**config.mk**
```make
export PLATFORM = sky130hd
export DESIGN_NAME = lcell_top
export DESIGN_NICKNAME = d
export VERILOG_FILES = /design/src/rtl/lcell_pkg.sv /design/src/rtl/lcell_cfg_chain.sv /design/src/rtl/lcell_lut_pair.sv /design/src/rtl/lcell_full_add.sv /design/src/rtl/lcell_top.sv
export SDC_FILE = /design/constraint.sdc
export NUM_CORES = 1
export LEC_CHECK = 0
export CAP_MARGIN = 30
export CORE_ASPECT_RATIO = 0.9
export CORE_MARGIN = 2
export CORE_UTILIZATION = 47
export DETAILED_ROUTE_END_ITERATION = 8
export GPL_TIMING_DRIVEN = 0
export HOLD_SLACK_MARGIN = 0.06
export PLACE_DENSITY = 0.76
export SYNTH_ARGS = -nofsm -noshare
export SYNTH_HDL_FRONTEND = slang
export SYNTH_HIERARCHICAL = 1
export SYNTH_SLANG_ARGS = --single-unit
```
**constraint.sdc**
```tcl
create_clock -name clk -period 3.51 [get_ports clk]
set_clock_uncertainty 0.15 [all_clocks]
set_input_delay 0.8775 -clock clk [delete_from_list [all_inputs] [get_ports clk]]
set_output_delay 0.8775 -clock clk [all_outputs]
set_load 0.005 [all_outputs]
```
**src/rtl/lcell_pkg.sv**
```systemverilog
package lcell_pkg;

    localparam int LUT_K    = 4;
    localparam int SUB_K    = LUT_K - 1;
    localparam int TBL_BITS = 1 << LUT_K;
    localparam int SUB_BITS = TBL_BITS / 2;
    localparam int CFG_BITS = TBL_BITS + 2;

    typedef enum logic {
        MODE_LOGIC = 1'b0,
        MODE_ARITH = 1'b1
    } cell_mode_t;

    // Packed MSB first: mode at the top, output timing next, table below.
    typedef struct packed {
        cell_mode_t          mode;
        logic                regd;
        logic [TBL_BITS-1:0] tbl;
    } cell_cfg_t;

    function automatic logic majority3(input logic a, input logic b, input logic c);
        return (a & b) | (a & c) | (b & c);
    endfunction

endpackage

```
**src/rtl/lcell_cfg_chain.sv**
```systemverilog
module lcell_cfg_chain
    import lcell_pkg::*;
(
    input  logic      clk,
    input  logic      srst,
    input  logic      load,
    input  logic      din,
    output cell_cfg_t cfg
);

    logic [CFG_BITS-1:0] shreg;

    always_ff @(posedge clk) begin
        if (srst) begin
            shreg <= '0;
        end else if (load) begin
            shreg <= {shreg[CFG_BITS-2:0], din};
        end
    end

    assign cfg = cell_cfg_t'(shreg);


    shift_in_chk: assert property (@(posedge clk) disable iff (srst)
        load |=> shreg[0] == $past(din));


    cfg_idle_chk: assert property (@(posedge clk) disable iff (srst)
        !load |=> $stable(shreg));

endmodule

```
**src/rtl/lcell_lut_pair.sv**
```systemverilog
module lcell_lut_pair
    import lcell_pkg::*;
(
    input  logic [TBL_BITS-1:0] tbl,
    input  logic [SUB_K-1:0]    sel,
    output logic [1:0]          half_out
);

    for (genvar g = 0; g < 2; g++) begin : g_half
        logic [SUB_BITS-1:0] sub_tbl;
        assign sub_tbl     = tbl[g*SUB_BITS +: SUB_BITS];
        assign half_out[g] = sub_tbl[sel];
    end

endmodule

```
**src/rtl/lcell_full_add.sv**
```systemverilog
module lcell_full_add
    import lcell_pkg::*;
(
    input  logic op_a,
    input  logic op_b,
    input  logic ci,
    output logic sum,
    output logic co
);

    assign sum = op_a ^ op_b ^ ci;
    assign co  = majority3(op_a, op_b, ci);

endmodule

```
**src/rtl/lcell_top.sv**
```systemverilog
module lcell_top
    import lcell_pkg::*;
(
    input  logic             clk,
    input  logic             srst,
    input  logic             ce,
    input  logic             cfg_load,
    input  logic             cfg_din,
    input  logic [LUT_K-1:0] lin,
    input  logic             carry_in,
    output logic             cell_out,
    output logic             carry_out
);

    cell_cfg_t  cfg;
    logic [1:0] half_out;
    logic       logic_res;
    logic       add_sum;
    logic       add_co;
    logic       result;
    logic       q;

    lcell_cfg_chain u_cfg (
        .clk  (clk),
        .srst (srst),
        .load (cfg_load),
        .din  (cfg_din),
        .cfg  (cfg)
    );

    lcell_lut_pair u_luts (
        .tbl      (cfg.tbl),
        .sel      (lin[SUB_K-1:0]),
        .half_out (half_out)
    );

    lcell_full_add u_add (
        .op_a (half_out[0]),
        .op_b (half_out[1]),
        .ci   (carry_in),
        .sum  (add_sum),
        .co   (add_co)
    );

    // First mux: the top input picks a half-table in logic mode.
    assign logic_res = lin[LUT_K-1] ? half_out[1] : half_out[0];

    // Second mux: the mode bit picks the logic or the arithmetic result.
    always_comb begin
        unique case (cfg.mode)
            MODE_ARITH: begin
                result    = add_sum;
                carry_out = add_co;
            end
            default: begin
                result    = logic_res;
                carry_out = 1'b0;
            end
        endcase
    end

    always_ff @(posedge clk) begin
        if (srst) begin
            q <= 1'b0;
        end else if (ce && !cfg_load) begin
            q <= result;
        end
    end

    // Third mux: registered or direct output.
    assign cell_out = cfg.regd ? q : result;


    ce_hold_chk: assert property (@(posedge clk) disable iff (srst)
        !ce |=> $stable(q));


    load_hold_chk: assert property (@(posedge clk) disable iff (srst)
        cfg_load |=> $stable(q));


    clear_chk: assert property (@(posedge clk)
        srst |=> (q == 1'b0) && (cell_out == 1'b0) && (carry_out == 1'b0));


    carry_mode_chk: assert property (@(posedge clk) disable iff (srst)
        (cfg.mode == MODE_LOGIC) |-> (carry_out == 1'b0));

endmodule

```
### Word-level counts from Yosys, hierarchy flattened

Cells that the tools add are included.

| operators by class | value |
|---|---|
| order comparisons | 1 |
| mux-type cells | 8 |
| bitwise logic cells | 7 |
| reduce and logical (&&, ||, !) cells | 2 |

Operators with widths:

| cell | number |
|---|---|
| $bmux 1 s3 | 2 |
| $mux 1 | 6 |
| $lt 3x4->1 const B | 1 |
| $and 1x1->1 | 3 |
| $or 1x1->1 | 2 |
| $xor 1x1->1 | 2 |
| $logic_and 1x1->1 | 1 |
| $logic_not 1->1 | 1 |

| word-level totals | value |
|---|---|
| flip-flop bits (word level) | 19 |
| bits of input ports | 10 |
| output and inout bits | 2 |
| word-level logic and storage cells | 20 |

### Logic depth before layout (Yosys ltp)

Gate-level depths: netlist of run 1.

| depth | value |
|---|---|
| depth after elaboration | 6 |
| gate-level depth with buffers | 6 |
| mapped depth without buffers | 6 |

### Modules after synthesis

The synthesis of run 1 kept the hierarchy.

By module, submodules not included:

| module | instances | cells each | area an instance (µm²) | seq. area each (µm²) |
|---|---|---|---|---|
| lcell_cfg_chain | 1 | 58 | 649.4 | 360.3 |
| lcell_lut_pair | 1 | 6 | 127.6 | 0.0 |
| lcell_top | 1 | 12 | 97.6 | 20.0 |
| lcell_full_add | 1 | 1 | 20.0 | 0.0 |

### Worst setup path before layout of run 1

OpenSTA, ideal clock, no wires.

| timing path | value |
|---|---|
| kind | input to output |
| from | in lin[0] |
| to | out cell_out |
| arrival | 2.534 ns |
| data required time | 2.483 ns |
| slack | -0.052 ns |
| stages | 6 |
| path buffers | 0 |
| path through | mux4_1 mux2_2 fa_1 nand2b_1 o21ai_0 o21ai_1 |

| on the way | value |
|---|---|
| longest elaborated chain between the ends | 6 |
| elaborated cells between the ends (all ways) | 9 |
| those cells by class | mux (7); bitwise (2) |

RTL lines:

| what | RTL line | source |
|---|---|---|
| from (decl) | lcell_top.sv:9 | `input logic [LUT_K-1:0] lin,` |
| $bmux 1 s3 | lcell_lut_pair.sv:12 | `assign half_out[g] = sub_tbl[sel];` |
| $mux 1 (implied by the code) | lcell_lut_pair.sv:12 |  |
| named net half_out[0] | lcell_top.sv:16 | `logic [1:0] half_out;` |
| $xor 1x1->1 (2 in series) | lcell_full_add.sv:11 | `assign sum = op_a ^ op_b ^ ci;` |
| named net add_sum | lcell_top.sv:18 | `logic add_sum;` |
| $mux 1 | lcell_top.sv:50 | `unique case (cfg.mode)` |
| $mux 1 | lcell_top.sv:71 | `assign cell_out = cfg.regd ? q : result;` |
| to (decl) | lcell_top.sv:11 | `output logic cell_out,` |

The timed path passes the listed nets, and every way through them passes these cells. The select of a mux whose other input is x is not followed.

### Worst setup path after layout of run 1

Ends and elaborated chain as after synthesis.

==> summary.md, run 1 <==
| Metric | Value |
|---|---|
| IO Pins | 12 |
| Post-layout min period | ~3.7 ns |
| DRT Pass-1 Iters | 3 |
| Fin. Hold Viols | 0 |
| DRC violations left | 0 |
| CTS Sinks | 19 |
| P&R area growth vs syn | 20.7% |
| Post-synthesis average cell area | 11.6 um2 |
| R2r endpoint | q |
| Clk pwr share | between 20% and 30% |
| Fraction of layout instances using a drive strength above 1 | around a quarter |
| Final Non-Filler Cells | approximately 120 |
| Final setup vio count | 2 |
| CTS Buf Count | 3 |
| Synth area leaders | dfxtp_1, mux2i_1, mux4_1, nor2_1, mux2_2 |
| Critical Path Start Type | primary input |
| CORE AREA | approximately 1700 um2 |
| Critical path class | in -> out |
| Synth Instances | 77 |
| Synth top area share | a little over two fifths |
| DR vias/cell | 5.10 |
| Reg power frac | around 60% |
| Maximum clock rate | about 270 MHz |
| Synth warn | 6 |
| Wirelength per Cell | 12.8 um |
| Comb pwr share | a little over a tenth |
| N_diodes | 0 |
| Slew HR | 82.7% |
| Antenna Violating Nets Remaining | 0 |
| Unique masters post-synth | 19 |
| CP Launch Point | lin[0] |
| Worst Tran Pin Value | about 0.26 ns |
| Final Core Density | around 62% |
| Htree depth | 1 |
| Area leader, netlist | dfxtp_1 |
| Critical path endpoint category | output port |
| Placed cell count | 112 |
| RSZ-0062 raised after global routing | true |
| Psw | between 0.08 and 0.09 mW |
| Clk slew on worst S/H paths | about 0.10 ns |
| DRT iter0 DRCs | 9 |
| Die X | 50.0 um |
| FILL cells | 141 |
| Final net count | 105 |
| Pre-CTS setup slack | -1.20 ns |
| Reg-to-reg slack, setup | around 1.2 ns |
| Critical Path RT | ~2.5 ns |
| Status | finished with violations |
| Largest net degree at the start of global routing | 11 |
| Total global-route track usage | ~16% |
| Routed WL | roughly 1.5 mm |
| Gp weighted congestion | slightly below 0.8 |
| Post-route design area | about 1100 um2 |
| HPWL Detailed | 1.06 mm |
| Worst-Skew Late Latency | around 0.29 ns |
| TritonCTS clock tree | yes |
| Vias in the first global route | 556 |
| Max Fanout on Critical Path | 4 |
| Switching share of total power | between 20 and 25% |
| Cell Area, Synth | 895 um2 |
| Clock buffer depth | 2 |
| Pint | around 0.28 mW |
| Die Height | roughly 45 um |
| Power Density | 339 nW/um2 |
| RR Startpoint | u_cfg/cfg[0] |
| Slack of the critical path | -0.172 ns |
| Power, Total | around 0.37 mW |
| Sum of negative setup slack | -0.217 ns |
| Via count | about 600 |
| Worst min path class | reg -> reg |
| Rows | 14 |
| Congestion Overflow GR | 0 |
| Hold Crit Start | q |
| Seq cells post-synth | 19 |
| Starting density of the core | 51.6% |
| Number of max-cap violations | 0 |
| CTS Root Cell | clkbuf_4 |
| Register area share after synthesis | a little over two fifths |
| Pleak | 0.477 nW |
| Hold path depth | 2 |
| Area of the die | between 2000 and 2500 um2 |
| Post-synth net total | 88 |
| Hold Slack | roughly 0.37 ns |
| R2R depth | 7 |
| Max IR drop VDD | 221 uV |
| Failing checks | negative setup slack |
| Placement Cell Area | about 1000 um2 |
| Crit path DAT | 2.65 ns |
| CP Capture Point | cell_out |
| First-pass GRT wire length | about 2.6 mm |
| Tcrit/Tclk final | 105% |
| Initial antenna violation count | 0 |
| Final Max Slew Viols | 0 |
| PortBufs | 11 |
## final cells by class
cell class,instances,area (um2),share of cell area [%]
Clock buffer,4,26.3,2.43
Sequential cell,19,380,35.2
Tap cell,24,30.0,2.78
Timing Repair Buffer,12,125,11.6
Buffer,4,41.3,3.82
Multi-Input combinational cell,52,469,43.5
Inverter,2,7.51,0.695
## timing repair
| action | in CTS | in global routing |
|---|---|---|
| hold buffers | 0 | 0 |
| pin swaps | 2 | 0 |
| buffers inserted | 1 | 0 |
| resized for setup | 17 | 3 |
| setup endpoints to repair | 2 | 2 |
## registers in the layout (all words and copies together), names as in the netlist
name / count
q: 1
u_cfg/cfg: 18
## worst min path at each step
stage,end,slack (ns)
after CTS,q,0.37
after global routing,u_cfg/cfg[14],0.41
after global placement,u_cfg/cfg[13],0.34
final,q,0.37
after detailed placement,q,0.35
after floorplan,q,0.32
## cell families (layout without fill, tap and decap cells)
| family | after synthesis | count (layout) | synth area share [%] |
|---|---|---|---|
| adder cells (fa/ha/maj) | 1 | 1 | 2.24 |
| flip-flops | 19 | 19 | 42.5 |
| multiplexers | 25 | 25 | 36.1 |
| AO/OA/AOI/OAI | 5 | 5 | 4.33 |
| buffers and inverters | 6 | 22 | 5.45 |
| AND/OR/NAND/NOR | 21 | 21 | 9.37 |
## metal layers
layer	GRT usage, %	routed length, um	vias to the layer above
li1	-	-	299
met1	21.2	751	285
met2	24.2	665	11
met3	4.28	57	2
met4	6.67	25	0
met5	0	0	-
## Yosys cell counts
library cell,n
a21oi_2,1
and2_1,1
buf_12,1
buf_2,1
buf_6,1
clkbuf_2,1
dfxtp_1,19
fa_1,1
inv_1,2
mux2_2,2
mux2_4,1
mux2i_1,18
mux4_1,4
nand2_1,1
nand2b_1,1
nor2_1,18
o2111ai_2,1
o21ai_0,2
o21ai_1,1
## critical path: stages
cell and delay (ns):
buf_12 0.09, mux4_2 0.48, mux2_4 0.29, fa_1 0.51
nand2b_4 0.13, o21ai_2 0.05, o21ai_1 0.11, buf_2 0.12
## placed cells by master, fill, tap and decap left out, drive strengths merged
cell	n
nor2	18
mux4	4
dlymetal6s2s	1
inv	2
dlygate4sd2	1
fa	1
o21ai	3
a21oi	1
buf	6
clkdlybuf4s50	6
o2111ai	1
mux2i	18
clkdlybuf4s15	1
clkbuf	5
nand2	1
dfxtp	19
nand2b	1
mux2	3
and2	1
## power by group through the flow
| stage | clock network, mW | logic, mW | registers (mW) |
|---|---|---|---|
| after floorplan | 0 | 0.0218 | 0.223 |
| final | 0.109 | 0.0396 | 0.218 |
| after global routing | 0.123 | 0.0425 | 0.218 |
| after CTS | 0.115 | 0.0394 | 0.218 |
| after detailed placement | 0 | 0.0385 | 0.223 |
| after global placement | 0 | 0.0381 | 0.223 |
Note: power is estimated with default switching activity, not from simulation.
==> run 2, diff against run 1 <==
--- a/config.mk
+++ b/config.mk
@@ -15,5 +15,4 @@
 export PLACE_DENSITY = 0.76
 export SYNTH_ARGS = -nofsm -noshare
 export SYNTH_HDL_FRONTEND = slang
-export SYNTH_HIERARCHICAL = 1
 export SYNTH_SLANG_ARGS = --single-unit
==> run 2 against run 1 <==
Compared with the run above: the flow still finishes with violations (negative setup slack); clock power about the same; flip-flop and latch count unchanged; sequential power about the same; critical path depth down 1; wire length up 11%; count of clock-buffer cells in the layout down 1; area after synthesis up 1.1%; register-to-register slack better by 0.07 ns; synthesized cell count up 9.1%; die area up 1.0%; critical path type unchanged; largest cell class unchanged; highest routed layer unchanged.
==> summary.md, run 2 <==
| Metric | Value |
|---|---|
| Final Max Slew Viols | 0 |
| Unique masters post-synth | 24 |
| CORE AREA | approximately 1900 um2 |
| DRT Pass-1 Iters | 4 |
| Comb pwr share | approximately an eighth |
| DRC violations left | 0 |
| HPWL Detailed | roughly 1.2 mm |
| Synth Instances | 84 |
| Area of the die | 2290 um2 |
| RSZ-0062 raised after global routing | true |
| Reg power frac | just under 60% |
| Total global-route track usage | 16.5% |
| Register area share after synthesis | 42.0% |
| CP Launch Point | lin[2] |
| Failing checks | negative setup slack |
| Synth top area share | a little over two fifths |
| Clk pwr share | 28.8% |
| IO Pins | 12 |
| Max reg flops | 18 |
| Gp weighted congestion | 0.688 |
| CTS Sinks | 19 |
| Die Height | around 46 um |
| Number of max-cap violations | 0 |
| Slack of the critical path | -0.195 ns |
| Clk slew on worst S/H paths | ~0.1 ns |
| RR Startpoint | u_cfg.cfg[10] |
| Synth warn | 0 |
| Congestion Overflow GR | 0 |
| Critical Path RT | 2.48 ns |
| Post-CTS Hold Fix Bufs | 0 |
| TritonCTS clock tree | yes |
| N_diodes | 0 |
| Fraction of layout instances using a drive strength above 1 | between 20 and 25% |
| Power Density | around 340 nW/um2 |
| Cell Area, Synth | between 900 and 1000 um2 |
| PortBufs | 9 |
| Status | finished with violations |
| P&R area growth vs syn | 21.9% |
| Pleak | between 0.4 and 0.5 nW |
| Max Fanout on Critical Path | 6 |
| Pint | 0.285 mW |
| Antenna Violating Nets Remaining | 0 |
| Worst min path class | reg -> reg |
| Placement Cell Area | between 1000 and 1500 um2 |
| Seq cells post-synth | 19 |
| Fin. Hold Viols | 0 |
| Clock buffer depth | 2 |
| First-pass GRT wire length | 2.73 mm |
| Routed WL | 1.66 mm |
| Htree depth | 1 |
| Commonest non-fill, non-tap cells in the layout | mux2i_1, nor2_1, dfxtp_1, clkdlybuf4s50_1 |
| Slew HR | between 70% and 80% |
| Post-synthesis average cell area | about 11 um2 |
| Switching share of total power | between 20% and 30% |
| FILL cells | about 170 |
| DRT iter0 DRCs | 5 |
| Largest net degree at the start of global routing | 12 |
| EDFF count, synth | 0 |
| Via count | around 640 |
| Max IR drop VDD | 278 uV |
| Post-synth net total | between 90 and 100 |
| Sum of negative setup slack | -0.245 ns |
| Final net count | 110 |
| Final setup vio count | 2 |
| Top post-synthesis cells by count | dfxtp_1, mux2i_1, nor2_1 |
| Post-route design area | around 1100 um2 |
| Maximum clock rate | 270 MHz |
| CTS Root Cell | clkbuf_4 |
| Starting density of the core | between 40% and 50% |
| CTS Buf Count | 3 |
| Vias in the first global route | 592 |
| Hold Crit Start | q |
| Crit path DAT | about 2.7 ns |
| Worst-Skew Late Latency | roughly 0.30 ns |
| Hold Slack | 0.372 ns |
| Area leader, netlist | dfxtp_1 |
| Synth Flop Type | dfxtp_1 |
| Power, Total | around 0.37 mW |
| Ys async rst share | 0% |
| Post-layout min period | ~3.7 ns |
| Wirelength per Cell | 13.5 um |
| Die X | between 50 and 60 um |
| Critical path class | in -> out |
| Critical path endpoint category | output port |
| DR vias/cell | 5.16 |
| Pre-CTS setup slack | -0.960 ns |
| Psw | approximately 0.088 mW |
| Worst Tran Pin Value | 0.421 ns |
| Initial antenna violation count | 0 |
| Synth area leaders | dfxtp_1, mux2i_1, nor2_1, mux4_1, mux2_2 |
| Tcrit/Tclk final | 106% |
| Rows | 15 |
| Critical Path Start Type | primary input |
run 2: final cells by class:
type	instances	area, um2	area share (%)
flip-flops and latches	19	380	34.5
plain buffers	5	37.5	3.41
well taps	25	31.3	2.84
repair buffers	10	91.3	8.29
multi-input cells	60	534	48.5
clock buffers	3	22.5	2.04
clock inverters	1	5.00	0.454
run 2: routing by layer:
layer / vias to the layer above / track usage (%) / wire (um)
li1: 326 / - / -
met1: 292 / 21.6 / 793
met3: 4 / 4.61 / 81
met4: 0 / 8.33 / 36
met2: 13 / 25.0 / 750
met5: - / 0 / 0
run 2: critical path, cell delays in order:
cell             delay, ns
clkdlybuf4s15_2       0.28
mux4_2                0.33
mux2_4                0.29
fa_1                  0.48
nor2b_1               0.06
o41ai_2               0.20
buf_2                 0.16
run 2: power by group through the flow:
stage               Sequential, mW  Combinational [mW]  Clock [mW]
CTS                          0.219              0.0449       0.114
global placement             0.224              0.0426           0
finish                       0.219              0.0461       0.107
floorplan                    0.223              0.0276           0
global route                 0.219              0.0503       0.122
detailed placement           0.224              0.0433           0
run 2: repair_timing:
action	in CTS	in global routing
setup buffers	1	0
gates resized for setup	12	3
pin swaps	0	1
endpoints found under the setup margin	2	2
gates cloned	0	0
run 2: stage by stage:
stage,util (%),std cells
finish,59.3,123
global route,59.3,123
CTS,58.5,123
detailed placement,55.7,118
global placement,55.7,118
floorplan,-,84
run 2: cell families after synthesis:
family                   Yosys count  share of synthesized area [%]
AND/OR/NAND/NOR                   31                           17.8
multiplexers                      24                           30.6
flip-flops                        19                           42.0
buffers and inverters              5                           3.18
AO/OA/AOI/OAI                      4                           4.15
adder cells (fa/ha/maj)            1                           2.21
run 2: final timing paths:
check             end  depth (start not counted)  slack, ns
max          cell_out                          7      -0.20
min                 q                          2       0.37
max reg2reg         q                          5       1.30
min reg2reg         q                          2       0.37
